<file path="src/rtl/uart_tx_pkg.sv">
package uart_tx_pkg;

    localparam int CHAR_W = 8;

    typedef enum logic [2:0] {
        TX_IDLE,
        TX_START,
        TX_DATA,
        TX_PARITY,
        TX_STOP1,
        TX_STOP2
    } tx_state_e;

    // Frame settings captured when the start bit begins
    typedef struct packed {
        logic par_en;
        logic par_bit;
        logic two_stop;
    } frame_cfg_t;

    function automatic logic calc_parity(input logic [CHAR_W-1:0] d, input logic odd);
        return (^d) ^ odd;
    endfunction

endpackage

</file>
<file path="src/rtl/tx_char_fifo.sv">
module tx_char_fifo
    import uart_tx_pkg::*;
#(
    parameter int DEPTH = 4
) (
    input  logic              clk,
    input  logic              rst,
    input  logic              wr_en,
    input  logic [CHAR_W-1:0] wr_data,
    input  logic              pop,
    output logic [CHAR_W-1:0] rd_data,
    output logic              empty,
    output logic              full,
    output logic              overflow
);
    localparam int AW = (DEPTH > 1) ? $clog2(DEPTH) : 1;
    localparam int CW = $clog2(DEPTH + 1);

    logic [CHAR_W-1:0] mem [DEPTH];
    logic [AW-1:0]     wr_ptr, rd_ptr;
    logic [CW-1:0]     count;
    logic              push, take;

    assign empty = (count == '0);
    assign full  = (count == CW'(DEPTH));
    assign push  = wr_en && !full;
    assign take  = pop && !empty;
    assign rd_data = mem[rd_ptr];

    function automatic logic [AW-1:0] bump(input logic [AW-1:0] p);
        return (p == AW'(DEPTH - 1)) ? '0 : p + 1'b1;
    endfunction

    always_ff @(posedge clk) begin
        if (push) mem[wr_ptr] <= wr_data;
    end

    always_ff @(posedge clk) begin
        if (rst) begin
            wr_ptr   <= '0;
            rd_ptr   <= '0;
            count    <= '0;
            overflow <= 1'b0;
        end else begin
            if (push) wr_ptr <= bump(wr_ptr);
            if (take) rd_ptr <= bump(rd_ptr);
            case ({push, take})
                2'b10:   count <= count + 1'b1;
                2'b01:   count <= count - 1'b1;
                default: count <= count;
            endcase
            if (wr_en && full) overflow <= 1'b1;
        end
    end

    AST_FIFO_BOUND:   assert property (@(posedge clk) disable iff (rst) count <= CW'(DEPTH));
    AST_POP_NONEMPTY: assert property (@(posedge clk) disable iff (rst) pop |-> !empty);
    AST_FULL_DROP:    assert property (@(posedge clk) disable iff (rst) (wr_en && full && !pop) |=> full);
    AST_OVF_STICKY:   assert property (@(posedge clk) disable iff (rst) overflow |=> overflow);

endmodule

</file>
<file path="src/rtl/cts_synchronizer.sv">
module cts_synchronizer #(
    parameter int STAGES = 2
) (
    input  logic clk,
    input  logic rst,
    input  logic async_in,
    output logic sync_out
);
    logic [STAGES-1:0] chain;

    always_ff @(posedge clk) begin
        if (rst) chain <= '1;
        else     chain <= {chain[STAGES-2:0], async_in};
    end

    assign sync_out = chain[STAGES-1];

endmodule

</file>
<file path="src/rtl/tx_frame_engine.sv">
module tx_frame_engine
    import uart_tx_pkg::*;
(
    input  logic              clk,
    input  logic              rst,
    input  logic              baud_tick,
    input  logic              avail,
    input  logic [CHAR_W-1:0] char_in,
    input  logic              flow_en,
    input  logic              cts_n_sync,
    input  logic              par_en,
    input  logic              par_odd,
    input  logic              two_stop,
    output logic              pop,
    output logic              txd,
    output logic              busy
);
    localparam int IW = (CHAR_W > 1) ? $clog2(CHAR_W) : 1;

    tx_state_e         state;
    frame_cfg_t        fcfg;
    logic [CHAR_W-1:0] shreg;
    logic [IW-1:0]     bit_idx;
    logic              can_start, at_boundary;

    assign can_start   = avail && (!flow_en || !cts_n_sync);
    assign at_boundary = (state == TX_IDLE) || (state == TX_STOP2) ||
                         (state == TX_STOP1 && !fcfg.two_stop);
    assign pop  = baud_tick && at_boundary && can_start;
    assign busy = (state != TX_IDLE);

    always_ff @(posedge clk) begin
        if (rst) begin
            state   <= TX_IDLE;
            fcfg    <= '0;
            shreg   <= '0;
            bit_idx <= '0;
        end else if (baud_tick) begin
            if (pop) begin
                state <= TX_START;
                shreg <= char_in;
                fcfg  <= '{par_en: par_en, par_bit: calc_parity(char_in, par_odd), two_stop: two_stop};
            end else begin
                case (state)
                    TX_START: begin
                        state   <= TX_DATA;
                        bit_idx <= '0;
                    end
                    TX_DATA: begin
                        shreg <= shreg >> 1;
                        if (bit_idx == IW'(CHAR_W - 1))
                            state <= fcfg.par_en ? TX_PARITY : TX_STOP1;
                        else
                            bit_idx <= bit_idx + 1'b1;
                    end
                    TX_PARITY: state <= TX_STOP1;
                    TX_STOP1:  state <= fcfg.two_stop ? TX_STOP2 : TX_IDLE;
                    default:   state <= TX_IDLE;
                endcase
            end
        end
    end

    always_comb begin
        case (state)
            TX_START:  txd = 1'b0;
            TX_DATA:   txd = shreg[0];
            TX_PARITY: txd = fcfg.par_bit;
            default:   txd = 1'b1;
        endcase
    end

    AST_EDGE_ON_TICK: assert property (@(posedge clk) disable iff (rst) !$stable(txd) |-> $past(baud_tick));
    AST_CTS_BLOCKS:   assert property (@(posedge clk) disable iff (rst)
        (state == TX_IDLE && flow_en && cts_n_sync) |=> (state == TX_IDLE));
    AST_NO_TRUNCATE:  assert property (@(posedge clk) disable iff (rst)
        (state == TX_START || state == TX_DATA || state == TX_PARITY) |=> busy);

endmodule

</file>
<file path="src/rtl/uart_flow_tx.sv">
module uart_flow_tx
    import uart_tx_pkg::*;
#(
    parameter int DEPTH       = 4,
    parameter int SYNC_STAGES = 2
) (
    input  logic              clk,
    input  logic              rst,
    input  logic              baud_tick,
    input  logic              wr_en,
    input  logic [CHAR_W-1:0] wr_data,
    input  logic              cfg_flow_en,
    input  logic              cfg_parity_en,
    input  logic              cfg_parity_odd,
    input  logic              cfg_two_stop,
    input  logic              cts_n,
    output logic              txd,
    output logic              busy,
    output logic              fifo_empty,
    output logic              fifo_full,
    output logic              overflow
);
    logic [CHAR_W-1:0] head_char;
    logic              pop, cts_n_sync;

    tx_char_fifo #(.DEPTH(DEPTH)) u_fifo (
        .clk(clk), .rst(rst), .wr_en(wr_en), .wr_data(wr_data), .pop(pop),
        .rd_data(head_char), .empty(fifo_empty), .full(fifo_full), .overflow(overflow)
    );

    cts_synchronizer #(.STAGES(SYNC_STAGES)) u_sync (
        .clk(clk), .rst(rst), .async_in(cts_n), .sync_out(cts_n_sync)
    );

    tx_frame_engine u_engine (
        .clk(clk), .rst(rst), .baud_tick(baud_tick), .avail(!fifo_empty),
        .char_in(head_char), .flow_en(cfg_flow_en), .cts_n_sync(cts_n_sync),
        .par_en(cfg_parity_en), .par_odd(cfg_parity_odd), .two_stop(cfg_two_stop),
        .pop(pop), .txd(txd), .busy(busy)
    );

    AST_START_LOW: assert property (@(posedge clk) disable iff (rst) $rose(busy) |-> !txd);
    AST_IDLE_HIGH: assert property (@(posedge clk) disable iff (rst) !busy |-> txd);

endmodule

</file>
<file path="config.mk">
export PLATFORM = sky130hd
export DESIGN_NAME = uart_flow_tx
export DESIGN_NICKNAME = d
export VERILOG_FILES = /design/src/rtl/uart_tx_pkg.sv /design/src/rtl/tx_char_fifo.sv /design/src/rtl/cts_synchronizer.sv /design/src/rtl/tx_frame_engine.sv /design/src/rtl/uart_flow_tx.sv
export SDC_FILE = /design/constraint.sdc
export NUM_CORES = 1
export LEC_CHECK = 0
export BUFFER_PORTS_ARGS = -buffer_cell sky130_fd_sc_hd__buf_4
export CORE_ASPECT_RATIO = 1.75
export CORE_MARGIN = 1.5
export CORE_UTILIZATION = 63
export CTS_CLUSTER_DIAMETER = 30
export DETAILED_ROUTE_END_ITERATION = 7
export GPL_TIMING_DRIVEN = 0
export PLACE_DENSITY = 0.85
export SLEW_MARGIN = 25
export SYNTH_ARGS = -nofsm -noshare
export SYNTH_HDL_FRONTEND = slang
export SYNTH_HIERARCHICAL = 1
export SYNTH_SLANG_ARGS = --single-unit
</file>
<file path="constraint.sdc">
create_clock -name clk -period 5.9 [get_ports clk]
set_input_delay 0.295 -clock clk [delete_from_list [all_inputs] [get_ports clk]]
set_output_delay 0.295 -clock clk [all_outputs]
set_load 0.01 [all_outputs]
</file>
=== After elaboration in Yosys (flattened, before gate mapping) ===
Memory sizes are Yosys's and may differ from the RTL's. A register that Yosys moved wholly into a read port is not among the register bits.
Index checks and enable logic that the tools add are counted.

* Bits in registers: 27
* Latch bits: 0
* Bits in writable memories: 32
* Bits in read-only memories: 0
* Input port bits: 17
* Output and inout port bits: 5
* Word-level logic and storage cells: 75
* Memories: 1

* Add/subtract/negate cells: 5
* Multipliers: 0
* Divide/modulo/power cells: 0
* $lt $le $gt $ge: 0
* Equal/unequal tests: 13
* Shifts and indexed selects: 0
* Multiplexer cells: 17
* Bitwise gates (word level): 2
* Reductions and logical operators: 26

{| class="wikitable"
|+ Memories
! memory !! words !! bits a word !! read ports !! clocked after Yosys merged registers in !! write ports !! line !! text
|-
| u_fifo.mem || 4 || 8 || 1 || 1 || 1 || tx_char_fifo.sv:19 || <nowiki>logic [CHAR_W-1:0] mem [DEPTH];</nowiki>
|}

{| class="wikitable"
|+ Operators by type and width
! operator !! number
|-
| $mux 8 || 2
|-
| $mux 3 || 5
|-
| $eq 3x3->1 const B || 4
|-
| $pmux 3 s2 || 2
|-
| $pmux 3 s4 || 1
|-
| $mux 2 || 4
|-
| $reduce_xor 8->1 || 1
|-
| $logic_and 1x1->1 || 7
|-
| $add 3x1->3 const B || 2
|-
| $eq 2x2->1 const B || 3
|-
| $eq 3x2->1 const B || 2
|-
| $logic_not 3->1 || 2
|-
| $reduce_and 2->1 || 3
|-
| $reduce_bool 2->1 || 3
|-
| $logic_not 1->1 || 5
|-
| $add 2x1->2 const B || 2
|-
| $reduce_and 4->1 || 1
|-
| $eq 3x1->1 const B || 1
|-
| $logic_or 1x1->1 || 3
|-
| $ne 3x2->1 const B || 1
|-
| $pmux 1 s3 || 1
|-
| $reduce_bool 3->1 || 1
|-
| $sub 3x1->3 const B || 1
|-
| $eq 2x1->1 const B || 1
|-
| 4 further kinds || 5
|}

=== Longest topological paths before layout ===
Gate-level depths: netlist of run 1.

* Depth after elaboration: 8
* Depth in mapped cells: 14
* Mapped depth without buffers: 13

=== Modules after synthesis ===
Netlist of run 1, hierarchy kept.

{| class="wikitable"
|+ Modules (own cells, without submodules)
! module !! instances !! cells each !! area each (um^2) !! sequential area each (um^2)
|-
| tx_char_fifo || 1 || 99 || 1676.6 || 1161.1
|-
| tx_frame_engine || 1 || 122 || 1002.2 || 340.3
|-
| cts_synchronizer || 1 || 4 || 52.6 || 40.0
|-
| uart_flow_tx || 1 || 1 || 3.8 || 0.0
|}

=== Worst setup path before layout of run 1 ===
No wires, ideal clock.

* Path kind: reg2reg
* Start: register u_fifo.count[0]
* End: register u_fifo.count[2]
* Setup time: 0.071 ns
* Data arrival time: 2.499 ns
* Data required time: 5.829 ns
* Setup slack: 3.330 ns
* Cell stages (with the launch flop): 15
* Path buffers: 1
* Period minus slack after synthesis: 2.570 ns
* Path through: dfxtp_1 nor3_1 inv_1 and3b_1 nand4_4 inv_1 buf_4 o31ai_1 inv_1 ha_1 inv_1 fa_1 xor2_1 or3_2 a21oi_1

* Cells in the longest elaborated chain, start to end: 7
* Elaborated cells on any way between the ends: 14
* Classes of those cells: 2 x add/sub; 3 x eq/ne; 1 x mux; 8 x reduce/logical

{| class="wikitable"
|+ Ends and longest elaborated chain
! element !! line !! text
|-
| from (decl) || tx_char_fifo.sv:21 || <nowiki>logic [CW-1:0] count;</nowiki>
|-
| from (signal assigned) || tx_char_fifo.sv:48 || <nowiki>2'b10: count <= count + 1'b1;</nowiki>
|-
| from (signal assigned) || tx_char_fifo.sv:49 || <nowiki>2'b01: count <= count - 1'b1;</nowiki>
|-
| from (signal assigned) || tx_char_fifo.sv:50 || <nowiki>default: count <= count;</nowiki>
|-
| $logic_not 3->1 (*) || tx_char_fifo.sv:24 || <nowiki>assign empty = (count == '0);</nowiki>
|-
| via fifo_empty || uart_flow_tx.sv:19 || <nowiki>output logic fifo_empty,</nowiki>
|-
| $logic_not 1->1 (*) || uart_flow_tx.sv:36 || <nowiki>.clk(clk), .rst(rst), .baud_tick(baud_tick), .avail(!fifo_empty),</nowiki>
|-
| $logic_and 1x1->1 (*) || tx_frame_engine.sv:26 || <nowiki>assign can_start = avail && (!flow_en || !cts_n_sync);</nowiki>
|-
| $logic_and 1x1->1 (*) || tx_frame_engine.sv:29 || <nowiki>assign pop = baud_tick && at_boundary && can_start;</nowiki>
|-
| via pop || uart_flow_tx.sv:24 || <nowiki>logic pop, cts_n_sync;</nowiki>
|-
| $logic_and 1x1->1 (*) || tx_char_fifo.sv:27 || <nowiki>assign take = pop && !empty;</nowiki>
|-
| $eq 2x1->1 or $eq 2x2->1 (tied branches) || tx_char_fifo.sv:47 || <nowiki>case ({push, take})</nowiki>
|-
| $pmux 3 s2 or $reduce_bool 2->1 (tied branches) || n/a ||
|}

Mark *: on every way through the listed nets, which the timed path passes. The rest lies on a longest branch.
A chain may end at the register's enable or synchronous reset.

=== Worst setup path in the final report of run 1 ===
* Start: register u_fifo.count[0]
* End: register u_fifo.count[2]

* Cells in the longest elaborated chain, start to end: 7
* Elaborated cells on any way between the ends: 14
* Classes of those cells: 2 x add/sub; 3 x eq/ne; 1 x mux; 8 x reduce/logical

{| class="wikitable"
|+ Ends and longest elaborated chain
! element !! line
|-
| $logic_not 3->1 (*) || tx_char_fifo.sv:24
|-
| $logic_not 1->1 (*) || uart_flow_tx.sv:36
|-
| $logic_and 1x1->1 (*) || tx_frame_engine.sv:26
|-
| $logic_and 1x1->1 (*) || tx_frame_engine.sv:29
|-
| via pop || uart_flow_tx.sv:24
|-
| $logic_and 1x1->1 (*) || tx_char_fifo.sv:27
|-
| $eq 2x1->1 or $eq 2x2->1 (tied branches) || tx_char_fifo.sv:47
|-
| $pmux 3 s2 or $reduce_bool 2->1 (tied branches) || n/a
|}

Marked as above.

==> reports/results.env, run 1 <==
PLACE.DETAILED.INSTANCES=296
POST_CTS.REPAIR.SETUP_BUFFERS=0
MAXSLEWHEADROOM_PCT=64.8
LAYOUT_WORST_PATH_CYCLE_SHARE_PCT=47.7
GRT_OVERFLOW=0
YS_TOP_CELLS_BY_AREA='sky130_fd_sc_hd__edfxtp_1 35%, sky130_fd_sc_hd__dfxtp_1 21%, sky130_fd_sc_hd__mux4_2 6.6%, sky130_fd_sc_hd__ha_1 3.7%, sky130_fd_sc_hd__a21oi_1 2.9%'
NUM_VIAS=1824
CLK_LATENCY_NS=0.33
DETAILEDPLACE.WORSTSLACK_NS=3.07
POWER_DENSITY_mW_PER_MM2=296
FLOORPLAN.IO_PINS=22
DETAIL_ROUTE.ITER0.VIOLATIONS=40
INITIAL_UTILIZATION_PCT=65.9
RUN_STATUS='complete, no violations'
POWER.COMBINATIONAL.FRACTION_PCT=13.8
LAYOUT-AREA-OVERHEAD-VS-SYNTH_PCT=14.5
FINAL_UTIL_PCT=75.4
YOSYS.AREA.TOP_TYPE='sky130_fd_sc_hd__edfxtp_1'
LAYOUT.CELL_AREA.NON_FILLER_MM2=0.00313
POSTCTSHOLDBUFS=0
WORSTREG2REGEND='u_fifo/count[2]'
YS.FLOP_TYPE='sky130_fd_sc_hd__edfxtp_1'
GLOBALPLACE.CONGESTION=0.765
WORST_SETUP_HOLD_PATH_CLK_SLEW_NS=0.07
CLOCK_SINKS=61
DRT-PASS1-ITER-COUNT=4
SYNTH_TOP_AREA_SHARE_PCT=35.1
DESIGN.FINAL.NETS=284
FIN_SKEW_NS=0.00642
MAXCAPVIOLATIONS=0
ROUTED_WIRE_LENGTH_PER_INSTANCE_UM=15.4
DIE-HEIGHT_UM=90.2
SETUP-VIOLATIONS-FINAL=0
GRT_MAX_DEGREE=13
TOTALNEGATIVESETUPSLACK_NS=0
WORST_PIN_SLEW_NS=0.523
DRT_DRC_VIOLATIONS_LEFT=0
POST_SYNTH_MOST_FREQUENT_CELLS='32 x sky130_fd_sc_hd__edfxtp_1, 29 x sky130_fd_sc_hd__dfxtp_1, 16 x sky130_fd_sc_hd__a21oi_1, 16 x sky130_fd_sc_hd__nand2_1, 12 x sky130_fd_sc_hd__nor2_1'
SYNTH_AREA_MM2=0.00274
CTS_ROOT_BUF='sky130_fd_sc_hd__clkbuf_8'
VIAS_IN_THE_FIRST_GLOBAL_ROUTE=1840
DETAILEDPLACEMENTHPWL_MM=3.49
OVERALL_DIE_AREA_MM2=0.00476
SYN_INST=226
TIMING.CRITICAL_PATH.REQUIRED_NS=6.16
CORE_AREA_MM2=0.00415
HOLD-PATH-ENDPOINT='u_sync/chain[0]'
POST-ROUTE-WORST-SETUP-SLACK_NS=3.08
FIRST_PASS_GRT_WIRE_LENGTH_MM=8.10
START_KIND='flop'
MIN_PATH_TYPE='primary input to flop'
INTERNAL-POWER_mW=0.686
RR_WORST_DEPTH=14
TRITONCTS='done'
END_KIND='flop'
VDD_IR_DROP_MAX_uV=316
RSZ_0062_RAISED_AFTER_GLOBAL_ROUTING='false'
WORST_HOLD_PATH.NUM_CELLS=2
POSTSYNTH.ASYNCRESETSHARE_PCT=0
PLACEMENT_ROWS=31
POST_PLACE_INSTANCE_AREA_MM2=0.00295
VIASPERCELL=5.85
DRT.ANTENNA.VIOLATING_NETS=0
POST_SYNTH_NUM_CELL_TYPES=47
SHARE_CLK_OF_TOTAL_POWER_PCT=33.8
SYNTH_MOST_COMMON_CELL='sky130_fd_sc_hd__edfxtp_1'
SYNTH.FF_LATCH_COUNT=61
CRIT_ARRIVAL_NS=3.08
SYN_AREA_PER_CELL_UM2=12.1
DIE_W_UM=52.8
CRIT_FANOUT=10
COUNT_OF_PINS_OVER_THEIR_SLEW_LIMIT=0
ANTENNA_VIOLATIONS_BEFORE_REPAIR=0
MAX_FREQ_MHz=355
ANTENNA_DIODE_COUNT=0
POWER_SWITCHING_SHARE_PCT=26.0
SWITCHING_POWER_mW=0.241
CTS.PATH.MAX_BUFFERS=2
GLOBAL_ROUTE.USAGE.TOTAL_PCT=23.6
POST_CTS_SIZING_COUNT=0
REG_TO_REG_CRITICAL_PATH_STARTPOINT='u_fifo/count[0]'
PATH_CLASS='flop to flop'
IO_BUFFER_COUNT=21
P_SEQ_SHARE_PCT=52.4
MIN_FROM='cts_n'
MIN_PERIOD_NS=2.82
CTS.HTREE.LEVELS=3
LEAKAGEPOWER_nW=1.16
REG2REG_SLACK_NS=3.08
FINAL_LAYOUT_SIZE_SUFFIX_GT1_SHARE_PCT=22.8
SYNTH.YOSYS.SEQ_AREA_SHARE_PCT=56.4
FINISH.CELL_COUNT_WITHOUT_FILLERS=312
SYNTH_WARNINGS=6
MAPPEDNETLISTNETS=252
CTS_MADE_BUFFERS=9
SYNTH_ENABLE_FLOP_CELLS=32
WL_MM=4.79
REPORT.FINAL.HOLD_VIOL_COUNT=0
## cell families after synthesis
group,Yosys count,share of synthesized area [%]
xor+xnor,8,3.06
buf+inv,23,3.93
flops,61,56.4
mux,10,7.32
fa+ha+maj,9,4.39
compound gates,37,8.65
simple gates,78,16.3
## layer usage
metal  GRT usage (%)  routed length (um)
met1            24.7                1870
met2            41.9                2730
met3            5.48                 115
met4            11.3                  85
met5               0                   0
## metrics by stage
stage / power, mW / hold slack (ns)
finish: 0.927 / 0.145
global route: 0.971 / 0.133
global placement: 0.618 / 0.389
CTS: 0.938 / 0.129
detailed placement: 0.624 / 0.394
floorplan: 0.581 / 0.383
## worst max-delay path by stage
| stage | start | cells after the start | slack (ns) | to |
|---|---|---|---|---|
| 2_1_floorplan | u_fifo/count[0] | 14 | 3.33 | u_fifo/count[2] |
| 3_3_place_gp | u_fifo/count[0] | 14 | 3.13 | u_fifo/count[2] |
| 3_5_place_dp | u_fifo/count[0] | 14 | 3.07 | u_fifo/count[2] |
| 4_1_cts | u_fifo/count[0] | 14 | 3.05 | u_fifo/count[2] |
| 5_1_grt | u_fifo/count[0] | 14 | 2.86 | u_fifo/count[2] |
| 6_report | u_fifo/count[0] | 14 | 3.08 | u_fifo/count[2] |
## worst max-delay path, stage by stage, from the launching register on
cell and delay, ns:
sky130_fd_sc_hd__dfxtp_1 0.41, sky130_fd_sc_hd__nor3_1 0.10, sky130_fd_sc_hd__inv_1 0.06, sky130_fd_sc_hd__and3b_1 0.20, sky130_fd_sc_hd__nand4_4 0.16, sky130_fd_sc_hd__inv_1 0.10
sky130_fd_sc_hd__buf_4 0.18, sky130_fd_sc_hd__o31ai_1 0.15, sky130_fd_sc_hd__inv_1 0.09, sky130_fd_sc_hd__ha_1 0.17, sky130_fd_sc_hd__inv_1 0.06, sky130_fd_sc_hd__fa_1 0.37
sky130_fd_sc_hd__xor2_1 0.16, sky130_fd_sc_hd__or3_2 0.40, sky130_fd_sc_hd__a21oi_1 0.14
## layout make-up
type / instances / area (um2)
Sequential cell: 61 / 1540
Multi-Input combinational cell: 142 / 1090
Fill cell: 284 / 1020
Timing Repair Buffer: 21 / 158
Clock buffer: 9 / 124
Buffer: 12 / 66.3
Tap cell: 49 / 61.3
Clock inverter: 7 / 52.6
Inverter: 11 / 41.3
## placed cells by master, fill, tap and decap left out, drive strengths merged, types with 2 or more instances in the layout
| master | Yosys | routed |
|---|---|---|
| o31ai | 2 | 2 |
| dfxtp | 29 | 29 |
| clkinv | 0 | 4 |
| xor2 | 3 | 3 |
| and3 | 4 | 4 |
| nand2 | 16 | 16 |
| and2 | 2 | 2 |
| nand3b | 5 | 5 |
| a311oi | 2 | 2 |
| a21oi | 16 | 16 |
| nand3 | 10 | 10 |
| clkbuf | 3 | 12 |
| a22oi | 4 | 4 |
| ha | 8 | 8 |
| o21ai | 2 | 2 |
| mux4 | 8 | 8 |
| nor3b | 3 | 3 |
| nand2b | 4 | 4 |
| or3 | 3 | 3 |
| nor2b | 6 | 6 |
| clkinvlp | 0 | 3 |
| xnor2 | 4 | 4 |
| a31oi | 7 | 7 |
| buf | 9 | 30 |
| inv | 11 | 11 |
| or2 | 3 | 3 |
| a21o | 2 | 2 |
| mux2i | 2 | 2 |
| edfxtp | 32 | 32 |
| nor2 | 12 | 12 |
| nor3 | 4 | 4 |
## flip-flops by register name, summed over array words and instances (netlist names), named ones only
name,flops
u_engine/bit_idx,3
u_fifo/overflow,1
u_fifo/count,3
u_engine/shreg,8
u_fifo/rd_ptr,2
u_engine/state,3
u_fifo/wr_ptr,2
u_fifo/mem,32
u_engine/fcfg,3
u_sync/chain,2
## power groups by stage
stage | sequential [mW] | combinational (mW) | clock [mW]
floorplan | 0.491 | 0.0903 | 0
global placement | 0.494 | 0.124 | 0
detailed placement | 0.495 | 0.129 | 0
CTS | 0.486 | 0.130 | 0.322
global route | 0.488 | 0.142 | 0.340
finish | 0.486 | 0.128 | 0.313
No activity file was read; power rests on OpenSTA's default activity.
==> run 2, diff against run 1 <==
Settings changed: ABC_AREA set to 1, CORE_UTILIZATION 63 to 53, PLACE_DENSITY 0.85 to 0.77.
Clock period 5.9 ns to 2.4 ns, I/O delays scaled along.
==> run 2 against run 1 <==
  * The flow now finishes with violations (DRC)
  * Setup slack worse by 2.9 ns
  * Final cell count is 37% higher
  * Maximum frequency is 28% higher
  * Sequential power is 150% higher
  * Power grew to 2.7 times the previous value
  * Sequential share of layout area is 3.8 points lower
  * Clock skew is 0.0034 ns higher
  * Core utilization is 10 points lower
  * Flip-flop and latch count stayed put
  * First-iteration DRC count is 75% higher
  * Area after synthesis is 3.7% higher
  * Largest cell class unchanged
==> reports/results.env, run 2 <==
RUN_STATUS='finished, violations left'
FAILING_CHECKS='DRC'
TOP_REGISTER='u_fifo/mem'
SYNTH.FF_LATCH_COUNT=61  # unchanged
CTS_MADE_BUFFERS=9  # unchanged
DETAILEDPLACEMENTHPWL_MM=3.88  # +11%
DIE_W_UM=58.3  # +10%
LEAKAGEPOWER_nW=1.47  # +26%
SYN_AREA_PER_CELL_UM2=8.81  # -27%
MIN_PATH_TYPE='primary input to flop'
ANTENNA_VIOLATIONS_BEFORE_REPAIR=0  # unchanged
END_KIND='flop'
IO_BUFFER_COUNT=21  # unchanged
DETAIL_ROUTE.ITER0.VIOLATIONS=70  # +75%
POSTSYNTH.ASYNCRESETSHARE_PCT=0  # unchanged
FINAL_LAYOUT_SIZE_SUFFIX_GT1_SHARE_PCT=17.5  # -5.3 points
POWER_DENSITY_mW_PER_MM2=731  # +150%
CLOCK_SINKS=61  # unchanged
GRT_OVERFLOW=0  # unchanged
FLOORPLAN.IO_PINS=22  # unchanged
CRIT_FANOUT=14  # +4
FIN_SKEW_NS=0.00981  # +0.00339 ns
CTS.PATH.MAX_BUFFERS=2  # unchanged
GLOBAL_ROUTE.USAGE.TOTAL_PCT=20.3  # -3.3 points
ROUTED_WIRE_LENGTH_PER_INSTANCE_UM=12.7  # -17%
DRT.ANTENNA.VIOLATING_NETS=0  # unchanged
NUM_VIAS=2242  # +23%
SYNTH_MOST_COMMON_CELL='sky130_fd_sc_hd__nand2_1'
DRT-PASS1-ITER-COUNT=6  # +2
MAXCAPVIOLATIONS=0  # unchanged
TRITONCTS='done'
SWITCHING_POWER_mW=0.679  # +180%
SYNTH_WARNINGS=6  # unchanged
RSZ_0062_RAISED_AFTER_GLOBAL_ROUTING='false'
SHARE_CLK_OF_TOTAL_POWER_PCT=34.5  # +0.7 points
POWER.COMBINATIONAL.FRACTION_PCT=17.2  # +3.4 points
SYNTH_TOP_AREA_SHARE_PCT=33.9  # -1.3 points
DESIGN_POWER_TOTAL_mW=2.48  # +170%
VDD_IR_DROP_MAX_uV=694  # +120%
CTS_ROOT_BUF='sky130_fd_sc_hd__clkbuf_8'
SYNTH_AREA_MM2=0.00284  # +3.7%
LARGESTREGISTERS='u_fifo/mem (32), u_engine/shreg (8)'
WL_MM=5.42  # +13%
MAXSLEWHEADROOM_PCT=46.8  # -18 points
POWER_SWITCHING_SHARE_PCT=27.3  # +1.3 points
OVERALL_DIE_AREA_MM2=0.00582  # +22%
LAYOUT-AREA-OVERHEAD-VS-SYNTH_PCT=19.8
SYN_INST=322  # +42%
P_SEQ_SHARE_PCT=48.2  # -4.2 points
POST_SYNTH_MOST_FREQUENT_CELLS='62 x sky130_fd_sc_hd__nand2_1, 47 x sky130_fd_sc_hd__inv_1, 41 x sky130_fd_sc_hd__nor2_1'
DIE-HEIGHT_UM=99.8  # +11%
LAYOUT_WORST_PATH_CYCLE_SHARE_PCT=91.7  # +44 points
MOSTFREQUENTLAYOUTCELL='sky130_fd_sc_hd__nand2_1'
CLK_LATENCY_NS=0.33  # about the same
PATH_CLASS='flop to flop'
MAPPEDNETLISTNETS=348  # +38%
POST-ROUTE-WORST-SETUP-SLACK_NS=0.200  # -2.88 ns
YS.FLOP_TYPE='sky130_fd_sc_hd__edfxtp_1'
COUNT_OF_PINS_OVER_THEIR_SLEW_LIMIT=0  # unchanged
INITIAL_UTILIZATION_PCT=54.4  # -11 points
SYNTH_ENABLE_FLOP_CELLS=32  # unchanged
POST_SYNTH_NUM_CELL_TYPES=30  # -36%
REPORT.FINAL.HOLD_VIOL_COUNT=0  # unchanged
START_KIND='flop'
VIAS_IN_THE_FIRST_GLOBAL_ROUTE=2129  # +16%
YS_TOP_CELLS_BY_AREA='sky130_fd_sc_hd__edfxtp_1 34%, sky130_fd_sc_hd__dfxtp_1 20%, sky130_fd_sc_hd__nand2_1 8.2%, sky130_fd_sc_hd__inv_1 6.2%, sky130_fd_sc_hd__nor2_1 5.4%'
DESIGN.FINAL.NETS=393  # +38%
PLACEMENT_ROWS=35  # +13%
FIRST_PASS_GRT_WIRE_LENGTH_MM=8.97  # +11%
MIN_PERIOD_NS=2.20  # -0.617 ns
MAX_FREQ_MHz=455  # +28%
MOST_FREQUENT_CELLS_IN_THE_LAYOUT='61 x sky130_fd_sc_hd__nand2_1, 47 x sky130_fd_sc_hd__inv_1, 40 x sky130_fd_sc_hd__nor2_1'
CORE_AREA_MM2=0.00521  # +26%
WORST_PIN_SLEW_NS=0.795  # +0.272 ns
CTS.HTREE.LEVELS=3  # unchanged
YOSYS.AREA.TOP_TYPE='sky130_fd_sc_hd__edfxtp_1'
GRT_MAX_DEGREE=15  # +2
SYNTH.YOSYS.SEQ_AREA_SHARE_PCT=54.3  # -2.0 points
SETUP-VIOLATIONS-FINAL=0  # unchanged
DETAILEDPLACE.WORSTSLACK_NS=-0.151  # -3.22 ns
WORST_SETUP_HOLD_PATH_CLK_SLEW_NS=0.07  # about the same
VIASPERCELL=5.25  # -10%
INTERNAL-POWER_mW=1.81  # +160%
ANTENNA_DIODE_COUNT=0  # unchanged
TIMING.CRITICAL_PATH.REQUIRED_NS=2.62  # -3.54 ns
CRIT_ARRIVAL_NS=2.42  # -0.66 ns
DRT_DRC_VIOLATIONS_LEFT=2  # +2
LARGEST_REGISTER_FFS=32  # unchanged
GLOBALPLACE.CONGESTION=0.792  # +3.4%
## run 2: path summary, 6_finish.rpt
path	depth (start not counted)	end	from	slack, ns
min reg2reg	2	u_sync/chain[1]	u_sync/chain[0]	0.43
min	3	u_engine/fcfg[2]	cfg_parity_en	0.05
max	19	u_fifo/count[2]	u_fifo/count[1]	0.20
max reg2reg	19	u_fifo/count[2]	u_fifo/count[1]	0.20
## run 2: power groups by stage
stage / Combinational [mW] / Sequential [mW] / Clock [mW]
after floorplan: 0.288 / 1.21 / 0
after global placement: 0.384 / 1.22 / 0
after detailed placement: 0.397 / 1.22 / 0
after CTS: 0.417 / 1.20 / 0.881
after global routing: 0.485 / 1.20 / 0.931
final: 0.428 / 1.20 / 0.858
## run 2: area by class of cell
cell class | instances | area (um2)
sequential | 61 | 1550
timing repair buffer | 34 | 280
multi-input combinational | 205 | 1070
clock buffer | 9 | 124
clock inverter | 7 | 66.3
fill | 429 | 1810
buffer | 4 | 37.5
inverter | 52 | 203
tap | 55 | 68.8
## run 2: logic make-up after synthesis
kind of cell,share of synthesized area (%)
buffers and inverters,8.20
DFF,54.3
adders and majority gates,4.23
AOI/OAI and AO/OA,11.1
xor gates and xnor gates,0.927
and+or+nand+nor,21.2
## run 2: worst max-delay path, stage by stage (launching register included)
cell	delay (ns)
sky130_fd_sc_hd__dfxtp_2	0.34
sky130_fd_sc_hd__nor2_1	0.07
sky130_fd_sc_hd__nand2_2	0.08
sky130_fd_sc_hd__inv_1	0.07
sky130_fd_sc_hd__inv_1	0.05
sky130_fd_sc_hd__nand2_1	0.06
sky130_fd_sc_hd__a21oi_2	0.14
sky130_fd_sc_hd__nand2_4	0.09
sky130_fd_sc_hd__inv_8	0.10
sky130_fd_sc_hd__inv_1	0.05
sky130_fd_sc_hd__nor2_2	0.12
sky130_fd_sc_hd__ha_2	0.18
sky130_fd_sc_hd__inv_1	0.06
sky130_fd_sc_hd__fa_1	0.37
sky130_fd_sc_hd__inv_1	0.06
sky130_fd_sc_hd__nand2_1	0.06
sky130_fd_sc_hd__nand3_1	0.06
sky130_fd_sc_hd__nand2_1	0.05
sky130_fd_sc_hd__inv_1	0.04
sky130_fd_sc_hd__nor2_1	0.03
## run 2: what timing repair did
action                     4_1_cts  5_1_grt
buffers inserted                 0        3
setup endpoints to repair        2        2
hold endpoints to repair        34        0
pin swaps                        0        2
hold buffers                    10        0
resized for setup                4        6
## run 2: layer usage
metal	track usage, %	vias up	wire [um]
met2	36.7	30	3060
li1	-	1152	-
met5	0	-	0
met3	3.09	5	121
met1	21.8	1055	2180
met4	11.3	0	65
## run 2: stage by stage
step / utilization (%) / hold WS (ns) / instance area [um2] / TNS [ns] / instances
6_report: 65.2 / 0.0523 / 3400 / 0 / 427
4_1_cts: 64.6 / 0.0402 / 3360 / 0 / 424
2_1_floorplan: - / 0.189 / 2840 / 0 / 322
5_1_grt: 65.2 / 0.0724 / 3400 / 0 / 427
3_5_place_dp: 58.8 / 0.301 / 3060 / -0.174 / 398
3_3_place_gp: 58.8 / 0.289 / 3060 / -0.0986 / 398
